$ cat config.mk
export PLATFORM = sky130hd
export DESIGN_NAME = sd_cmd_framer
export DESIGN_NICKNAME = d
export VERILOG_FILES = /design/src/rtl/sdf_pkg.sv /design/src/rtl/sdf_crc7.sv /design/src/rtl/sdf_resp_store.sv /design/src/rtl/sd_cmd_framer.sv
export SDC_FILE = /design/constraint.sdc
export NUM_CORES = 1
export LEC_CHECK = 0
export ABC_AREA = 1
export BUFFER_PORTS_ARGS = -buffer_cell sky130_fd_sc_hd__buf_2
export CELL_PAD_IN_SITES_DETAIL_PLACEMENT = 1
export CELL_PAD_IN_SITES_GLOBAL_PLACEMENT = 1
export CORE_MARGIN = 1.5
export CORE_UTILIZATION = 30
export DETAILED_ROUTE_END_ITERATION = 10
export GPL_TIMING_DRIVEN = 0
export PLACE_DENSITY_LB_ADDON = 0.1
export SYNTH_ARGS = -nofsm -noshare
export SYNTH_HDL_FRONTEND = slang
export SYNTH_SLANG_ARGS = --single-unit
$ cat constraint.sdc
create_clock -name clk -period 2.7 [get_ports clk]
set_input_delay 0.27 -clock clk [delete_from_list [all_inputs] [get_ports clk]]
set_output_delay 0.27 -clock clk [all_outputs]
set_load 0.05 [all_outputs]
$ cat src/rtl/sdf_pkg.sv
package sdf_pkg;

  typedef enum logic [2:0] {
    S_IDLE,
    S_FRAME,
    S_DISC,
    S_HUNT,
    S_READ
  } sdf_state_t;

  // One byte through CRC7 (x^7 + x^3 + 1), MSB first.
  function automatic logic [6:0] crc7_byte(input logic [6:0] c, input logic [7:0] d);
    logic [6:0] r;
    logic       fb;
    r = c;
    for (int b = 7; b >= 0; b--) begin
      fb = d[b] ^ r[6];
      r  = {r[5:0], 1'b0};
      if (fb) r = r ^ 7'h09;
    end
    return r;
  endfunction

endpackage

$ cat src/rtl/sdf_crc7.sv
module sdf_crc7 (
  input  logic       clk,
  input  logic       rst,
  input  logic       clr,
  input  logic       en,
  input  logic [7:0] din,
  output logic [6:0] crc
);
  import sdf_pkg::*;

  always_ff @(posedge clk) begin
    if (rst || clr) crc <= '0;
    else if (en)    crc <= crc7_byte(crc, din);
  end
endmodule

$ cat src/rtl/sdf_resp_store.sv
module sdf_resp_store #(
  parameter int NBYTES = 5,
  parameter int AW     = 3
) (
  input  logic                clk,
  input  logic                rst,
  input  logic                clr,
  input  logic                we,
  input  logic [AW-1:0]       addr,
  input  logic [7:0]          din,
  output logic [NBYTES*8-1:0] dout
);
  for (genvar g = 0; g < NBYTES; g++) begin : g_byte
    always_ff @(posedge clk) begin
      if (rst || clr)                   dout[8*g +: 8] <= '0;
      else if (we && addr == AW'(g))    dout[8*g +: 8] <= din;
    end
  end
endmodule

$ cat src/rtl/sd_cmd_framer.sv
module sd_cmd_framer #(
  parameter int MAX_RESP = 5,
  parameter int HUNT_MAX = 8,
  localparam int LW = $clog2(MAX_RESP + 1),
  localparam int HW = $clog2(HUNT_MAX + 1)
) (
  input  logic                  clk,
  input  logic                  rst,
  input  logic                  start,
  input  logic                  end_req,
  input  logic [5:0]            cmd_idx,
  input  logic [31:0]           cmd_arg,
  input  logic [LW-1:0]         resp_len,
  input  logic                  match_en,
  input  logic [7:0]            match_val,
  output logic                  busy,
  output logic                  done,
  output logic                  timed_out,
  output logic [MAX_RESP*8-1:0] resp_data,
  output logic                  spi_cs,
  output logic                  spi_go,
  output logic [7:0]            spi_tx,
  input  logic [7:0]            spi_rx,
  input  logic                  spi_done
);
  import sdf_pkg::*;

  localparam int FRAME_LAST = 6;

  sdf_state_t     st_q;
  logic           wait_q;
  logic [2:0]     fcnt_q;
  logic [HW-1:0]  hcnt_q;
  logic [LW-1:0]  ridx_q;
  logic [LW-1:0]  len_q;
  logic           men_q;
  logic [7:0]     mval_q;
  logic [5:0]     idx_q;
  logic [31:0]    arg_q;
  logic [6:0]     crc;
  logic [7:0]     frame_byte;
  logic           crc_en;
  logic           st_we;
  logic [LW-1:0]  st_addr;
  logic           take_start;

  assign take_start = start && (st_q == S_IDLE);

  always_comb begin
    case (fcnt_q)
      3'd0:    frame_byte = 8'hFF;
      3'd1:    frame_byte = {2'b01, idx_q};
      3'd2:    frame_byte = arg_q[31:24];
      3'd3:    frame_byte = arg_q[23:16];
      3'd4:    frame_byte = arg_q[15:8];
      3'd5:    frame_byte = arg_q[7:0];
      default: frame_byte = {crc, 1'b1};
    endcase
  end

  assign crc_en = (st_q == S_FRAME) && !wait_q && fcnt_q >= 3'd1 && fcnt_q <= 3'd5;

  sdf_crc7 u_crc (
    .clk (clk), .rst (rst), .clr (take_start),
    .en  (crc_en), .din (frame_byte), .crc (crc)
  );

  always_comb begin
    st_we   = 1'b0;
    st_addr = ridx_q;
    if (wait_q && spi_done) begin
      if (st_q == S_HUNT && spi_rx == mval_q) begin
        st_we   = 1'b1;
        st_addr = '0;
      end else if (st_q == S_READ) begin
        st_we   = 1'b1;
      end
    end
  end

  sdf_resp_store #(.NBYTES(MAX_RESP), .AW(LW)) u_store (
    .clk (clk), .rst (rst), .clr (take_start),
    .we  (st_we), .addr (st_addr), .din (spi_rx), .dout (resp_data)
  );

  always_ff @(posedge clk) begin
    if (rst) begin
      st_q      <= S_IDLE;
      wait_q    <= 1'b0;
      fcnt_q    <= '0;
      hcnt_q    <= '0;
      ridx_q    <= '0;
      len_q     <= '0;
      men_q     <= 1'b0;
      mval_q    <= '0;
      idx_q     <= '0;
      arg_q     <= '0;
      busy      <= 1'b0;
      done      <= 1'b0;
      timed_out <= 1'b0;
      spi_cs    <= 1'b0;
      spi_go    <= 1'b0;
      spi_tx    <= 8'hFF;
    end else begin
      spi_go    <= 1'b0;
      done      <= 1'b0;
      timed_out <= 1'b0;
      if (st_q == S_IDLE) begin
        if (take_start) begin
          st_q   <= S_FRAME;
          fcnt_q <= '0;
          len_q  <= resp_len;
          men_q  <= match_en;
          mval_q <= match_val;
          idx_q  <= cmd_idx;
          arg_q  <= cmd_arg;
          busy   <= 1'b1;
          spi_cs <= 1'b1;
        end else if (end_req) begin
          spi_cs <= 1'b0;
        end
      end else if (!wait_q) begin
        spi_go <= 1'b1;
        spi_tx <= (st_q == S_FRAME) ? frame_byte : 8'hFF;
        wait_q <= 1'b1;
      end else if (spi_done) begin
        wait_q <= 1'b0;
        case (st_q)
          S_FRAME: begin
            if (fcnt_q == 3'(FRAME_LAST)) st_q <= S_DISC;
            fcnt_q <= fcnt_q + 3'd1;
          end
          S_DISC: begin
            hcnt_q <= '0;
            ridx_q <= '0;
            if (len_q == '0) begin
              st_q <= S_IDLE; busy <= 1'b0; done <= 1'b1;
            end else if (men_q) begin
              st_q <= S_HUNT;
            end else begin
              st_q <= S_READ;
            end
          end
          S_HUNT: begin
            if (spi_rx == mval_q) begin
              ridx_q <= LW'(1);
              if (len_q == LW'(1)) begin
                st_q <= S_IDLE; busy <= 1'b0; done <= 1'b1;
              end else begin
                st_q <= S_READ;
              end
            end else if (hcnt_q == HW'(HUNT_MAX - 1)) begin
              st_q <= S_IDLE; busy <= 1'b0; done <= 1'b1; timed_out <= 1'b1;
            end else begin
              hcnt_q <= hcnt_q + 1'b1;
            end
          end
          S_READ: begin
            if (ridx_q + 1'b1 == len_q) begin
              st_q <= S_IDLE; busy <= 1'b0; done <= 1'b1;
            end
            ridx_q <= ridx_q + 1'b1;
          end
          default: st_q <= S_IDLE;
        endcase
      end
    end
  end


  go_single_pulse_chk: assert property (@(posedge clk) disable iff (rst)
    spi_go |=> !spi_go);


  go_waits_done_chk: assert property (@(posedge clk) disable iff (rst)
    (spi_go && !spi_done) |=> (!spi_go || $past(spi_done)));


  cs_release_chk: assert property (@(posedge clk) disable iff (rst)
    $fell(spi_cs) |-> ($past(end_req) && !$past(busy)));


  cs_held_at_done_chk: assert property (@(posedge clk) disable iff (rst)
    done |-> spi_cs);


  timeout_with_done_chk: assert property (@(posedge clk) disable iff (rst)
    timed_out |-> done);


  busy_from_start_chk: assert property (@(posedge clk) disable iff (rst)
    $rose(busy) |-> $past(start));


  hunt_bound_chk: assert property (@(posedge clk) disable iff (rst)
    hcnt_q < HW'(HUNT_MAX));

endmodule

; ---- Yosys cells after proc, flatten, opt, wreduce, memory -nomap -nowiden
; Cells that the tools add are included.
[totals]
reg_bits = 124
inputBits = 63
out_inout_bits = 53
word_cells = 181
[op_classes]
addsub = 3
order_cmp = 2
n_eq_ne = 27
mux = 72
bitwise_logic = 20
reduce_logical = 35
[ops]
columns = operator, n
row1 = two-way mux 7 bit, 14
row2 = two-way mux 3 bit, 19
row3 = case mux 8 bit (6 select lines), 1
row4 = two-way mux 4 bit, 10
row5 = two-way mux 1 bit, 22
row6 = "equality test 3 x 2 -> 1 bit, second input constant", 6
row7 = NOT 2 bit, 8
row8 = "equality test 3 bit, second input constant", 5
row9 = "equality test 3 x 1 -> 1 bit, second input constant", 4
row10 = logical NOT 3 bit, 4
row11 = case mux 3 bit (4 select lines), 1
row12 = AND reduction 6 bit, 2
row13 = logical AND 1 bit, 11
row14 = nonzero test 2 bit, 5
row15 = case mux 3 bit (3 select lines), 1
row16 = equality test 8 bit, 1
row17 = two-way mux 8 bit, 1
row18 = case mux 4 bit (2 select lines), 1
row19 = AND reduction 8 bit, 1
row20 = bitwise XOR 1 bit, 8
row21 = "adder 3 x 1 -> 3 bit, second input constant", 2
row22 = "!= test 3 x 2 -> 1 bit, second input constant", 2
row23 = case mux 1 bit (3 select lines), 2
row24 = AND reduction 2 bit, 3
row25 = 20 further kinds, 25

; ---- Logic depth before layout (Yosys ltp)
[depth]
word_depth = 32
depth_mapped = 18
ltp_nobuf = 17

; ---- Cells and area by module
; A second synthesis with hierarchy kept.
[unflattened]
hier_cells = 867
hier_area_um2 = 5889.4
[by_module_without_submodules]
columns = module, instances, cells_each, area_per_inst_um2, seq_area_each_um2
row1 = sd_cmd_framer, 1, 539, 3769.9, 1541.5
row2 = sdf_resp_store, 1, 238, 1601.5, 800.8
row3 = sdf_crc7, 1, 90, 518.0, 140.1

; ---- Worst setup path before layout
; Ideal clock, no wire load.
[synth_path]
path_type = register -> register
startpoint = reg fcnt_q[0]
endpoint = reg u_crc.crc[3]
arrival_ns = 2.012
t_required_ns = 2.583
path_slack_ns = 0.571
stages_incl_launch_ff = 16
synth_period_minus_slack_ns = 2.129
path_cell_list = dfxtp_1 > ha_1 > ha_1 > clkbuf_1 > a21oi_1 > nand2_1 > nor2_4 > o21bai_1 > nand2_1 > nand2_1 > nand3_1 > nand2_1 > nand2_1 > nand2_1 > nor2_1 > nor2_1
[synth_via]
elab_chain_len = 24
[synth_rtl]
columns = item, line_no
row1 = start: declaration, sd_cmd_framer.sv:32  ; logic [2:0] fcnt_q;
row2 = start signal: assignment, sd_cmd_framer.sv:131  ; fcnt_q <= fcnt_q + 3'd1;
row3 = equality test 3 bit (tied with other cells), sd_cmd_framer.sv:50  ; case (fcnt_q)
row4 = case mux 8 bit (6 select lines), sd_cmd_framer.sv:50
row5 = bitwise XOR 1 bit, sdf_pkg.sv:17  ; fb = d[b] ^ r[6];
row6 = two-way mux 4 bit, sdf_pkg.sv:19  ; if (fb) r = r ^ 7'h09;
row7 = two-way mux 7 bit, sdf_crc7.sv:13  ; else if (en) crc <= crc7_byte(crc, din);
row8 = two-way mux 7 bit, sdf_crc7.sv:12  ; if (rst || clr) crc <= '0;
row9 = two-way mux 7 bit or two-way mux 4 bit (tied branches), "sdf_crc7.sv:13, sdf_pkg.sv:19"
row10 = "two-way mux 7 bit, on equally long branches", "sdf_crc7.sv:12, sdf_crc7.sv:13"
row11 = (+8 left out), --
row12 = two-way mux 4 bit or two-way mux 7 bit (tied branches), "sdf_pkg.sv:19, sdf_crc7.sv:13"
row13 = "two-way mux 7 bit, on equally long branches", "sdf_crc7.sv:13, sdf_crc7.sv:12"
row14 = "two-way mux 7 bit, on equally long branches", "sdf_crc7.sv:12, sdf_crc7.sv:13"
row15 = two-way mux 4 bit or two-way mux 7 bit (tied branches), "sdf_pkg.sv:19, sdf_crc7.sv:12"
row16 = two-way mux 7 bit, sdf_crc7.sv:13
row17 = two-way mux 7 bit, sdf_crc7.sv:12
row18 = NOT 2 bit (no source line) or bitwise XOR 1 bit (tied branches), --
row19 = two-way mux 4 bit, sdf_pkg.sv:19
row20 = end signal: assignment, sdf_crc7.sv:13
row21 = end: declaration, sdf_crc7.sv:7  ; output logic [6:0] crc
; Several ways; a longest one is shown, not always the timed one. The select of a mux whose other input is x is not followed.
; A chain may end at the register's enable or synchronous reset.

; ---- Worst setup path in the final report
; Same ends and word-level chain as after synthesis.

==> impl_metrics.yaml <==
status:
  status: "finished, final reports clean"
critical_path:
  critPathRequiredTime_ps: 3020
  timing.critical_path.from_type: "flop"
  worst_r2r_endpoint: "u_crc.crc[3]"
  r2r_slack_ps: 240
  cp.arrival_ps: 2770
  reg2reg_from: "fcnt_q[0]"
  setup.worst_path.end_class: "flop"
  setup.worst_path.class: "flop to flop"
  worstRegToRegCells: 16
  crit_fanout: 9
finish:
  nNetsFinal: 966
  multi_input_area_sq_um: 2600
  syn_to_final_growth_pct: 26.5
  final_area_sq_um: 7000
  layout-drive-gt1-share: 0.194
  seq_area_sq_um: 2480
  fin_util: 0.388
  fin_cells: 1139
  fillers: 2271
sta:
  post_route_clock_period_utilization: 0.909
  max_slew_margin: 0.511
  max_slew_violation_total_from_the_final_report: 0
  final_skew_ps: 11.0
  post-route-worst-setup-slack_ps: 245
  report.final.hold_viol_count: 0
  unrepaired_setup_endpoints_after_global_routing: "false"
  finalWorstPathRequiredPeriod_ps: 2460
  maxClockFrequency_mhz: 407
  worst_pin_slew_ps: 726
  fin_hold_ws_ps: 110
  setup_viol: 0
  accumulated_negative_setup_slack_ps: 0
cts:
  cts.sinks: 124
  clock_tree_from_tritoncts: "yes"
  cts_inserted_buffers: 17
  clk_pin_slew_ps: 60
  cts.repair_timing.setup_buffer_count: 0
  cts_root_buf: "sky130_fd_sc_hd__clkbuf_16"
  cts_max_path_buffers: 2
  insertion_delay_to_the_later_sink_of_the_worst_skew_pair_ps: 430
  cts_htree_levels: 4
placed_design:
  total_instance_count_after_detailed_placement: 1107
  post_detailed_placement_cell_area_sq_um: 6390
  routabilityCongestion: 0.805
  io_buffers: 114
  hpwlAfterDp_mm: 15.2
  placement.setup.worst_slack_ps: 86.2
global_routing:
  maximum_number_of_pins_on_one_net_before_global_route_repair: 17
  antenna_violations_before_repair: 0
  grt_pass1_vias: 5744
  gr-usage-all-layers: 0.206
  gr-total-overflow: 0
  grt_pass1_wl_mm: 30.8
detailed_routing:
  remaining_drc_errors: 0
  drt-wirelength-per-cell_um: 17.2
  postRouteWirelength_mm: 19.6
  viasPerCell: 4.93
  drt-pass1-iter-count: 4
  routed-via-count: 5615
  final_antenna_net_count: 0
  initialDrtViolationCount: 229
power_and_ir_drop:
  leakagePower_nw: 3.06
  power.density_nw_per_um2: 844
  report.power.total_mw: 5.91
  irDropWorstVdd_mv: 0.511
run:
  maxCapViolations: 0
logic_synthesis:
  dominant_cells_by_area_after_synthesis: "sky130_fd_sc_hd__dfxtp_1 (45%), sky130_fd_sc_hd__nand2_1 (10%), sky130_fd_sc_hd__a21oi_1 (8.6%)"
  synth_top_area_share: 0.448
  count_of_state_elements_after_synthesis: 124
  postSynthNetCount: 834
  synthesis.yosys.warnings: 0
  synth-seq-area-share: 0.448
  ys_types: 38
  syn_area_sq_um: 5540
  netlist_instances: 764
  synth.avg_cell_area_sq_um: 7.25
  synthDominantAreaCellType: "sky130_fd_sc_hd__dfxtp_1"
die:
  design.portCount: 116
  floorplan.die.width_um: 139
  floorplan.die.height_um: 139
  coreArea_sq_um: 18000
  dieArea_sq_um: 19300
  floorplan.initialDensity: 0.307
  placementRows: 49
worst_hold_path:
  launch_instance_of_the_worst_min_delay_path: "end_req"
  holdPathEnd: "spi_cs"
  min_path_type: "input pin to flop"
  hold_depth: 4
[cells in the final DEF (no fill, tap or decap), types with 8 or more instances in the layout]
cell | Yosys | routed
sky130_fd_sc_hd__buf_2 | 1 | 115
sky130_fd_sc_hd__a21oi_1 | 95 | 94
sky130_fd_sc_hd__nand3_1 | 59 | 59
sky130_fd_sc_hd__o21ai_0 | 65 | 64
sky130_fd_sc_hd__a211oi_1 | 19 | 19
sky130_fd_sc_hd__nor2_1 | 74 | 74
sky130_fd_sc_hd__clkbuf_1 | 27 | 25
sky130_fd_sc_hd__nand2_1 | 150 | 150
sky130_fd_sc_hd__dfxtp_1 | 124 | 124
sky130_fd_sc_hd__nor3_1 | 8 | 8
sky130_fd_sc_hd__o22ai_1 | 9 | 9
sky130_fd_sc_hd__clkbuf_16 | 0 | 17
sky130_fd_sc_hd__inv_1 | 76 | 76
[cells in the mapped netlist, drive strengths merged]
master,number
a211oi,19
a21oi,95
a22oi,1
a31oi,2
buf,6
clkbuf,28
dfxtp,124
ha,7
inv,82
nand2,153
nand3,59
nand3b,2
nand4,6
nor2,79
nor3,11
nor3b,2
nor4,2
o21ai,67
o21bai,1
o22ai,9
o31ai,1
or2,1
xnor2,4
xor2,3
[what timing repair did]
action                                  in CTS  in global routing
resized for setup                            0                  5
endpoints found under the setup margin       0                 26
hold buffers                                 0                  0
[how the worst max path moves through the flow]
stage	from	to	slack (ps)	cells past startpoint
final	fcnt_q[0]	u_crc.crc[3]	240	16
after global routing	fcnt_q[0]	u_crc.crc[3]	20	16
after CTS	fcnt_q[2]	u_crc.crc[3]	70	16
after detailed placement	fcnt_q[2]	u_crc.crc[3]	90	16
after global placement	st_q[0]	u_store.dout[14]	160	6
after floorplan	fcnt_q[0]	u_crc.crc[3]	570	15
[critical path: stages (launching register included)]
cell,delay [ps]
sky130_fd_sc_hd__dfxtp_1,450
sky130_fd_sc_hd__inv_1,120
sky130_fd_sc_hd__ha_1,300
sky130_fd_sc_hd__nand2_2,200
sky130_fd_sc_hd__nand3_1,110
sky130_fd_sc_hd__nor2_1,250
sky130_fd_sc_hd__nand2_1,110
sky130_fd_sc_hd__nand2_1,140
sky130_fd_sc_hd__nand2_1,100
sky130_fd_sc_hd__nand2_1,100
sky130_fd_sc_hd__nand2_1,60
sky130_fd_sc_hd__nand2_1,50
sky130_fd_sc_hd__nand2_1,80
sky130_fd_sc_hd__nand2_1,70
sky130_fd_sc_hd__nand2_1,50
sky130_fd_sc_hd__nor2_1,110
sky130_fd_sc_hd__nor2_1,40
[power breakdown]
part,internal [mW],leakage [nW],switching [mW]
clock network,1.40,0.294,0.976
logic,0.368,1.76,0.926
registers,2.08,1.01,0.161
total,3.85,3.06,2.06
[registers in the layout (all words and copies together), names as in the netlist]
register / count
st_q: 3
hcnt_q: 4
spi_cs: 1
spi_go: 1
done: 1
fcnt_q: 3
men_q: 1
u_crc.crc: 7
busy: 1
idx_q: 6
arg_q: 32
mval_q: 8
wait_q: 1
timed_out: 1
u_store.dout: 40
ridx_q: 3
len_q: 3
spi_tx: 8
[logic make-up after synthesis]
logic type	Yosys count	synth area share
AO/OA/AOI/OAI	195	0.190
adder cells (fa/ha/maj)	7	0.0158
AND/OR/NAND/NOR	315	0.252
flip-flops	124	0.448
XOR/XNOR	7	0.0111
buffers and inverters	116	0.0827
[cell type report]
cell class | instances | area share
Multi-Input combinational cell | 524 | 0.372
Clock inverter | 15 | 0.0254
Inverter | 82 | 0.0447
Buffer | 33 | 0.0204
Clock buffer | 17 | 0.0608
Sequential cell | 124 | 0.355
Antenna cell | 1 | 0.000357
Timing Repair Buffer | 114 | 0.0815
Tap cell | 229 | 0.0409
[per-layer routing]
layer  share of wire  vias to the layer above  global-route usage
met3           0.039                       31              0.0390
met4           0.023                        0              0.0806
met1            0.47                     2647               0.264
li1                -                     2812                   -
met5               0                        -                   0
met2            0.46                      125               0.343
No activity file was read; power rests on OpenSTA's default activity.
